`src/rtl/fbd_pkg.sv`:
```
`timescale 1ns/1ps
package fbd_pkg;
    // Fraction resolution: eighths of a reference cycle.
    localparam int FRAC_W    = 3;
    // Defaults for the integer part of the divisor.
    localparam int DEF_INT_W = 15;
    localparam int DEF_MIN   = 2;
    localparam int DEF_MAX   = 16384;

    typedef logic [FRAC_W-1:0] frac_t;
endpackage

```
`src/rtl/fbd_load_ctl.sv`:
```
`timescale 1ns/1ps
// Divisor capture: clamps the integer part, holds a load until the next
// period boundary and selects the divisor that the new period uses.
module fbd_load_ctl
    import fbd_pkg::*;
#(
    parameter int INT_W   = DEF_INT_W,
    parameter int MIN_DIV = DEF_MIN,
    parameter int MAX_DIV = DEF_MAX
) (
    input  logic             clk,
    input  logic             rst_n,
    input  logic             load_i,
    input  logic [INT_W-1:0] int_i,
    input  frac_t            frac_i,
    input  logic             tick_i,
    output logic             active_o,
    output logic             bound_o,
    output logic [INT_W-1:0] sel_int_o,
    output frac_t            sel_frac_o
);
    localparam logic [INT_W-1:0] LO = INT_W'(MIN_DIV);
    localparam logic [INT_W-1:0] HI = INT_W'(MAX_DIV);

    typedef struct packed {
        logic             active;
        logic [INT_W-1:0] cur_int;
        frac_t            cur_frac;
        logic             pend_vld;
        logic [INT_W-1:0] pend_int;
        frac_t            pend_frac;
    } ctl_t;

    ctl_t             s_d, s_q;
    logic [INT_W-1:0] clamped;
    logic             bound;
    logic [INT_W-1:0] sel_int;
    frac_t            sel_frac;

    always_comb begin
        if (int_i < LO)
            clamped = LO;
        else if (int_i > HI)
            clamped = HI;
        else
            clamped = int_i;

        // A period boundary is a tick, or the very first load while idle.
        bound = tick_i || (!s_q.active && load_i);

        // A load in the boundary cycle wins over an older pending value.
        if (load_i) begin
            sel_int  = clamped;
            sel_frac = frac_i;
        end else if (s_q.pend_vld) begin
            sel_int  = s_q.pend_int;
            sel_frac = s_q.pend_frac;
        end else begin
            sel_int  = s_q.cur_int;
            sel_frac = s_q.cur_frac;
        end

        s_d = s_q;
        if (bound) begin
            s_d.active   = 1'b1;
            s_d.cur_int  = sel_int;
            s_d.cur_frac = sel_frac;
            s_d.pend_vld = 1'b0;
        end else if (load_i) begin
            s_d.pend_vld  = 1'b1;
            s_d.pend_int  = clamped;
            s_d.pend_frac = frac_i;
        end
    end

    always_ff @(posedge clk) begin
        if (!rst_n)
            s_q <= '0;
        else
            s_q <= s_d;
    end

    assign active_o   = s_q.active;
    assign bound_o    = bound;
    assign sel_int_o  = sel_int;
    assign sel_frac_o = sel_frac;
endmodule

```
`src/rtl/fbd_dither.sv`:
```
`timescale 1ns/1ps
// Fraction accumulator: each period boundary adds the fraction code, and a
// carry out of the top bit stretches that period by one cycle.
module fbd_dither
    import fbd_pkg::*;
(
    input  logic  clk,
    input  logic  rst_n,
    input  logic  adv_i,
    input  frac_t frac_i,
    output logic  carry_o
);
    frac_t             acc_d, acc_q;
    logic [FRAC_W:0]   sum;

    always_comb begin
        sum   = {1'b0, acc_q} + {1'b0, frac_i};
        acc_d = adv_i ? sum[FRAC_W-1:0] : acc_q;
    end

    always_ff @(posedge clk) begin
        if (!rst_n)
            acc_q <= '0;
        else
            acc_q <= acc_d;
    end

    assign carry_o = sum[FRAC_W];
endmodule

```
`src/rtl/fbd_period_cnt.sv`:
```
`timescale 1ns/1ps
// Period counter: loaded with length-1 at each boundary, counts down,
// and flags a tick when it sits at zero while the divider runs.
module fbd_period_cnt #(
    parameter int CNT_W = 15
) (
    input  logic             clk,
    input  logic             rst_n,
    input  logic             active_i,
    input  logic             reload_i,
    input  logic [CNT_W-1:0] len_i,
    output logic             tick_o
);
    logic [CNT_W-1:0] cnt_d, cnt_q;

    always_comb begin
        if (reload_i)
            cnt_d = len_i - CNT_W'(1);
        else if (cnt_q != '0)
            cnt_d = cnt_q - CNT_W'(1);
        else
            cnt_d = cnt_q;
    end

    always_ff @(posedge clk) begin
        if (!rst_n)
            cnt_q <= '0;
        else
            cnt_q <= cnt_d;
    end

    assign tick_o = active_i && (cnt_q == '0);
endmodule

```
`src/rtl/frac_baud_div.sv`:
```
`timescale 1ns/1ps
module frac_baud_div
    import fbd_pkg::*;
#(
    parameter int INT_W   = DEF_INT_W,
    parameter int MIN_DIV = DEF_MIN,
    parameter int MAX_DIV = DEF_MAX
) (
    input  logic              clk,
    input  logic              rst_n,
    input  logic [INT_W-1:0]  div_int,
    input  logic [FRAC_W-1:0] div_frac,
    input  logic              load,
    output logic              tick
);
    logic             active;
    logic             bound;
    logic [INT_W-1:0] sel_int;
    frac_t            sel_frac;
    logic             carry;
    logic [INT_W-1:0] len;

    fbd_load_ctl #(
        .INT_W  (INT_W),
        .MIN_DIV(MIN_DIV),
        .MAX_DIV(MAX_DIV)
    ) u_ctl (
        .clk       (clk),
        .rst_n     (rst_n),
        .load_i    (load),
        .int_i     (div_int),
        .frac_i    (div_frac),
        .tick_i    (tick),
        .active_o  (active),
        .bound_o   (bound),
        .sel_int_o (sel_int),
        .sel_frac_o(sel_frac)
    );

    fbd_dither u_dith (
        .clk    (clk),
        .rst_n  (rst_n),
        .adv_i  (bound),
        .frac_i (sel_frac),
        .carry_o(carry)
    );

    // Length of the period that starts at this boundary.
    assign len = sel_int + {{(INT_W-1){1'b0}}, carry};

    fbd_period_cnt #(
        .CNT_W(INT_W)
    ) u_cnt (
        .clk     (clk),
        .rst_n   (rst_n),
        .active_i(active),
        .reload_i(bound),
        .len_i   (len),
        .tick_o  (tick)
    );
endmodule

```
`config.mk`:
```
export PLATFORM = sky130hd
export DESIGN_NAME = frac_baud_div
export DESIGN_NICKNAME = d
export VERILOG_FILES = /design/src/rtl/fbd_pkg.sv /design/src/rtl/fbd_load_ctl.sv /design/src/rtl/fbd_dither.sv /design/src/rtl/fbd_period_cnt.sv /design/src/rtl/frac_baud_div.sv
export SDC_FILE = /design/constraint.sdc
export NUM_CORES = 1
export LEC_CHECK = 0
export ABC_AREA = 1
export BUFFER_PORTS_ARGS = -buffer_cell sky130_fd_sc_hd__buf_2
export CAP_MARGIN = 10
export CORE_ASPECT_RATIO = 2
export CORE_UTILIZATION = 55
export DETAILED_ROUTE_END_ITERATION = 8
export PLACE_DENSITY = 0.73
export SYNTH_ARGS = -nofsm -noshare
export SYNTH_HDL_FRONTEND = slang
export SYNTH_SLANG_ARGS = --single-unit
export TNS_END_PERCENT = 50
```
`constraint.sdc`:
```
create_clock -name clk -period 4.85 [get_ports clk]
set_input_delay 0.2425 -clock clk [delete_from_list [all_inputs] [get_ports clk]]
set_output_delay 0.2425 -clock clk [all_outputs]
set_load 0.005 [all_outputs]
```
==> metrics list <==
- Clock group share of total power: 28.8%
- Critical path data required time: 5.06 ns
- Via/cell ratio: 5.453
* Antenna viol nets, final: 0
- Leaving out filler cells and counting taps, the final layout contains 655.
* RSZ-0062 raised after global routing: false
- OpenSTA, run right after detailed placement, puts the worst setup slack at 1.904 ns.
- Cell types occupying the most area after synthesis: dfxtp_1, nand2_1, nor2_1
- Maximum fanout along the worst path: 30
* Portion of netlist area occupied by mux cells: 0%
* Post-layout net count: 596
- Global routing consumed, over all layers together, slightly below 30% of the routing resources.
- Of the total power, the share spent switching nets is 36.35%.
- Proportion of layout cells with a drive suffix above 1: 8.787%
- dfxtp_1 takes more of the synthesized area than any other cell.
- Endpoint kind of the worst setup timing path: register
- Post-synthesis average cell area: ~6.3 µm²
- Total gr overflow: 0
- IR analysis of the VDD net gives a maximum drop of about 0.34 mV.
* Register-to-register setup slack: between 1.5 and 2 ns
* Final Hold Viols: 0
- Summing every instance area after synthesis gives around 3500 µm².
* Setup ws final: 1.887 ns
- Max-slew violation count: 0
* Finish-stage setup viols: 0
* Class of the worst hold path: primary input to register
- Flip-flop and latch count after synthesis: 56
* Number of placed instances, taps included: 647
* CTS tree: done
- The wire-length estimate of the detail-placed layout is 6527 µm.
- The congestion estimate from routability-driven global placement came to about 0.91.
- Fraction of the mapped netlist area in simple logic gates: 34.68%
* Die ar.: between 6000 and 7000 µm²
- After Yosys synthesis, XOR and XNOR cells account for 2.482% of the synthesized area.
- Final worst path period share: 61.08%
* Reported leakage power: 1.810 nW
* Sequential fraction of the synthesis area: around a third
- Clock latency on the worst-skew pair, taken at its later pin, is 0.30 ns.
- The region available for standard cell placement spans 6259 µm².
- Data arrival, critical path: between 3 and 4 ns
* Number of instances in the synthesized netlist: 564
- Counting instances in the post-synthesis netlist gives the leading cell types as nand2_1, nor2_1, inv_1.
* Maximum buffer depth of the clock tree: 2
* Largest family of logic cells by synthesized area: simple AND/OR/NAND/NOR gates
* Achievable clock frequency: 0.3375 GHz
- At the pin with the least slew margin, the transition time is between 0.7 and 0.8 ns.
- Clock skew on the completed layout was measured at between 0.005 and 0.006 ns.
- The first global-routing pass estimated 15190 µm of wire.
- After the first detailed-routing iteration, the DRC count stood at 158.
* Adder and majority cell fraction of the synthesized area: approximately 2.7%
- Post-CTS Repair Setup Buffers: 0
* Number of placed I/O pins: 22
- 1st-pass router iterations: 4
* Outcome: complete, no violations
- Number of enable flip-flop cells after synthesis: 0
* Worst slew slack as a fraction of its limit: approximately 48%
* Int Pwr: 0.9277 mW
- Net switching power: 0.5298 mW
- Power density cells: 384.4 nW/µm²
* Initial antenna violation count: 0
* Number of buffers inserted for hold repair after clock tree synthesis: 0
* Portion of synthesized cell area occupied by the leading cell type: 31.77%
- Setup TNS Final: 0 ns
- Counting flops with an async set or reset pin after synthesis yields a share of 0%.
- Part of the total power dissipated in combinational logic: 32.9%
- Worst hold margin: ~0.23 ns
* Area grow syn2layout: 7.447%
- Synthesis instantiated 35 different standard cells from the library.
- Wirelength, routed: 9064 µm
* Pin count of the biggest net entering global routing: 46
- The clock tree synthesis step divided the H-tree into 2 levels.
* PostCTS Resize Cnt: 0
* Compound-Gate Fraction of Synth Area: 17.27%
* Max capacitance violation total: 0
- Wire length per cell after detailed routing: 13.84 µm
- Starting Density: 56.38%
* Clk pin slew, worst setup/hold paths: ~0.07 ns
* Fraction of power consumed by sequential logic: a little under two fifths
* Die outline width: a little under 60 µm
* Buffer cell driving the clock tree root: clkbuf_16
- The die is approximately 120 µm tall.
- In the routed design, unresolved DRC markers number 0.
- Synthesized Nets: roughly 600
- The worst path in the final design needs a cycle of 2.963 ns, including I/O delays and setup.
* N_diodes: 0
* Port Buffer Count: 21
* Most instantiated flip-flop cell in the synthesis netlist: dfxtp_1
- The worst setup path is launched from a register.
- CTS saw 56 sinks.
- Via count of the first global-routing pass: about 3.3k
* Fill cell instance count of the final layout: 619
* Number of vias after detailed routing: 3572
- In the post-synthesis netlist, the cell with the most instances is nand2_1.
- Yosys warning total: 0
- Critical path type: register to register
- Number of buffers inserted during clock tree synthesis: 5
- The floorplan has 41 rows.
## power by group through the flow
stage	registers [mW]	clock network, mW	logic, mW
finish	0.558	0.419	0.480
global placement	0.567	0	0.468
floorplan	0.559	0	0.378
global route	0.565	0.439	0.546
detailed placement	0.568	0	0.474
CTS	0.558	0.421	0.479
## state kept, by name (all words and copies together) (netlist names)
name,flops
u_ctl.active_o,1
u_cnt.cnt_q,15
u_dith.acc_q,3
u_ctl.s_q,37
## cells by family after synthesis
group	Yosys count
DFF	56
and+or+nand+nor	289
buffers and inverters	94
adders and majority gates	7
xor gates and xnor gates	10
AOI/OAI and AO/OA	108
## cell usage in the layout (no fill, tap or decap), types with 2 or more instances in the layout
cell / instances
a211oi_1: 4
a21oi_1: 38
and3_1: 2
buf_2: 21
buf_4: 3
clkbuf_16: 5
dfxtp_1: 56
ha_1: 6
inv_1: 64
inv_2: 3
nand2_1: 136
nand2_2: 3
nand3_1: 42
nand4_1: 10
nor2_1: 81
nor2_2: 3
nor3_1: 3
o211ai_1: 15
o21ai_0: 43
o21ai_1: 2
o31ai_1: 2
or2_2: 5
xnor2_1: 2
xor2_1: 8
## worst max-delay path, cell delays in order, from the launching register on
cell and delay (ns):
dfxtp_1 0.31, buf_4 0.22, or2_2 0.31, o211ai_1 0.08, o21ai_0 0.14, ha_1 0.32
nand2_1 0.06, nor2_1 0.03, a211oi_1 0.18, ha_1 0.24, ha_1 0.18, nand2_1 0.07
nor2_1 0.34, nand3_1 0.13, nand2_1 0.08, nand3_1 0.06, nand2_1 0.06, inv_1 0.04
## cell type report
cell class	count	area, µm²	area share, %
clock buffers	5	125.1	3.300
repair buffers	24	127.6	3.366
multi-input cells	414	2016	53.17
well taps	86	107.6	2.838
clock inverters	3	42.54	1.122
inverters	67	251.5	6.634
flip-flops and latches	56	1121	29.57
## per-stage QoR
step           power, mW  utilization (%)  area (µm²)
4_1_cts            1.458            60.58        3791
6_report           1.457            60.58        3791
3_5_place_dp       1.042            57.90        3623
5_1_grt            1.550            60.58        3791
3_3_place_gp       1.035            57.90        3623
2_1_floorplan     0.9369                -        3528
## worst paths after layout
| path | to | from | cells past startpoint |
|---|---|---|---|
| worst max-delay path | u_cnt.cnt_q[12] | u_ctl.s_q[18] | 17 |
| worst min-delay path | u_ctl.s_q[2] | div_frac[2] | 3 |
| worst max register to register | u_cnt.cnt_q[12] | u_ctl.s_q[18] | 17 |
| worst min register to register | u_ctl.s_q[3] | u_ctl.s_q[3] | 2 |
## metal layers
metal	vias to the layer above	track usage [%]	part of all wire, %
li1	1830	-	-
met1	1614	32.91	39
met2	102	51.95	52
met3	26	3.375	4.5
met4	0	17.46	4.5
met5	-	0	0
No activity file was read; power rests on OpenSTA's default activity.
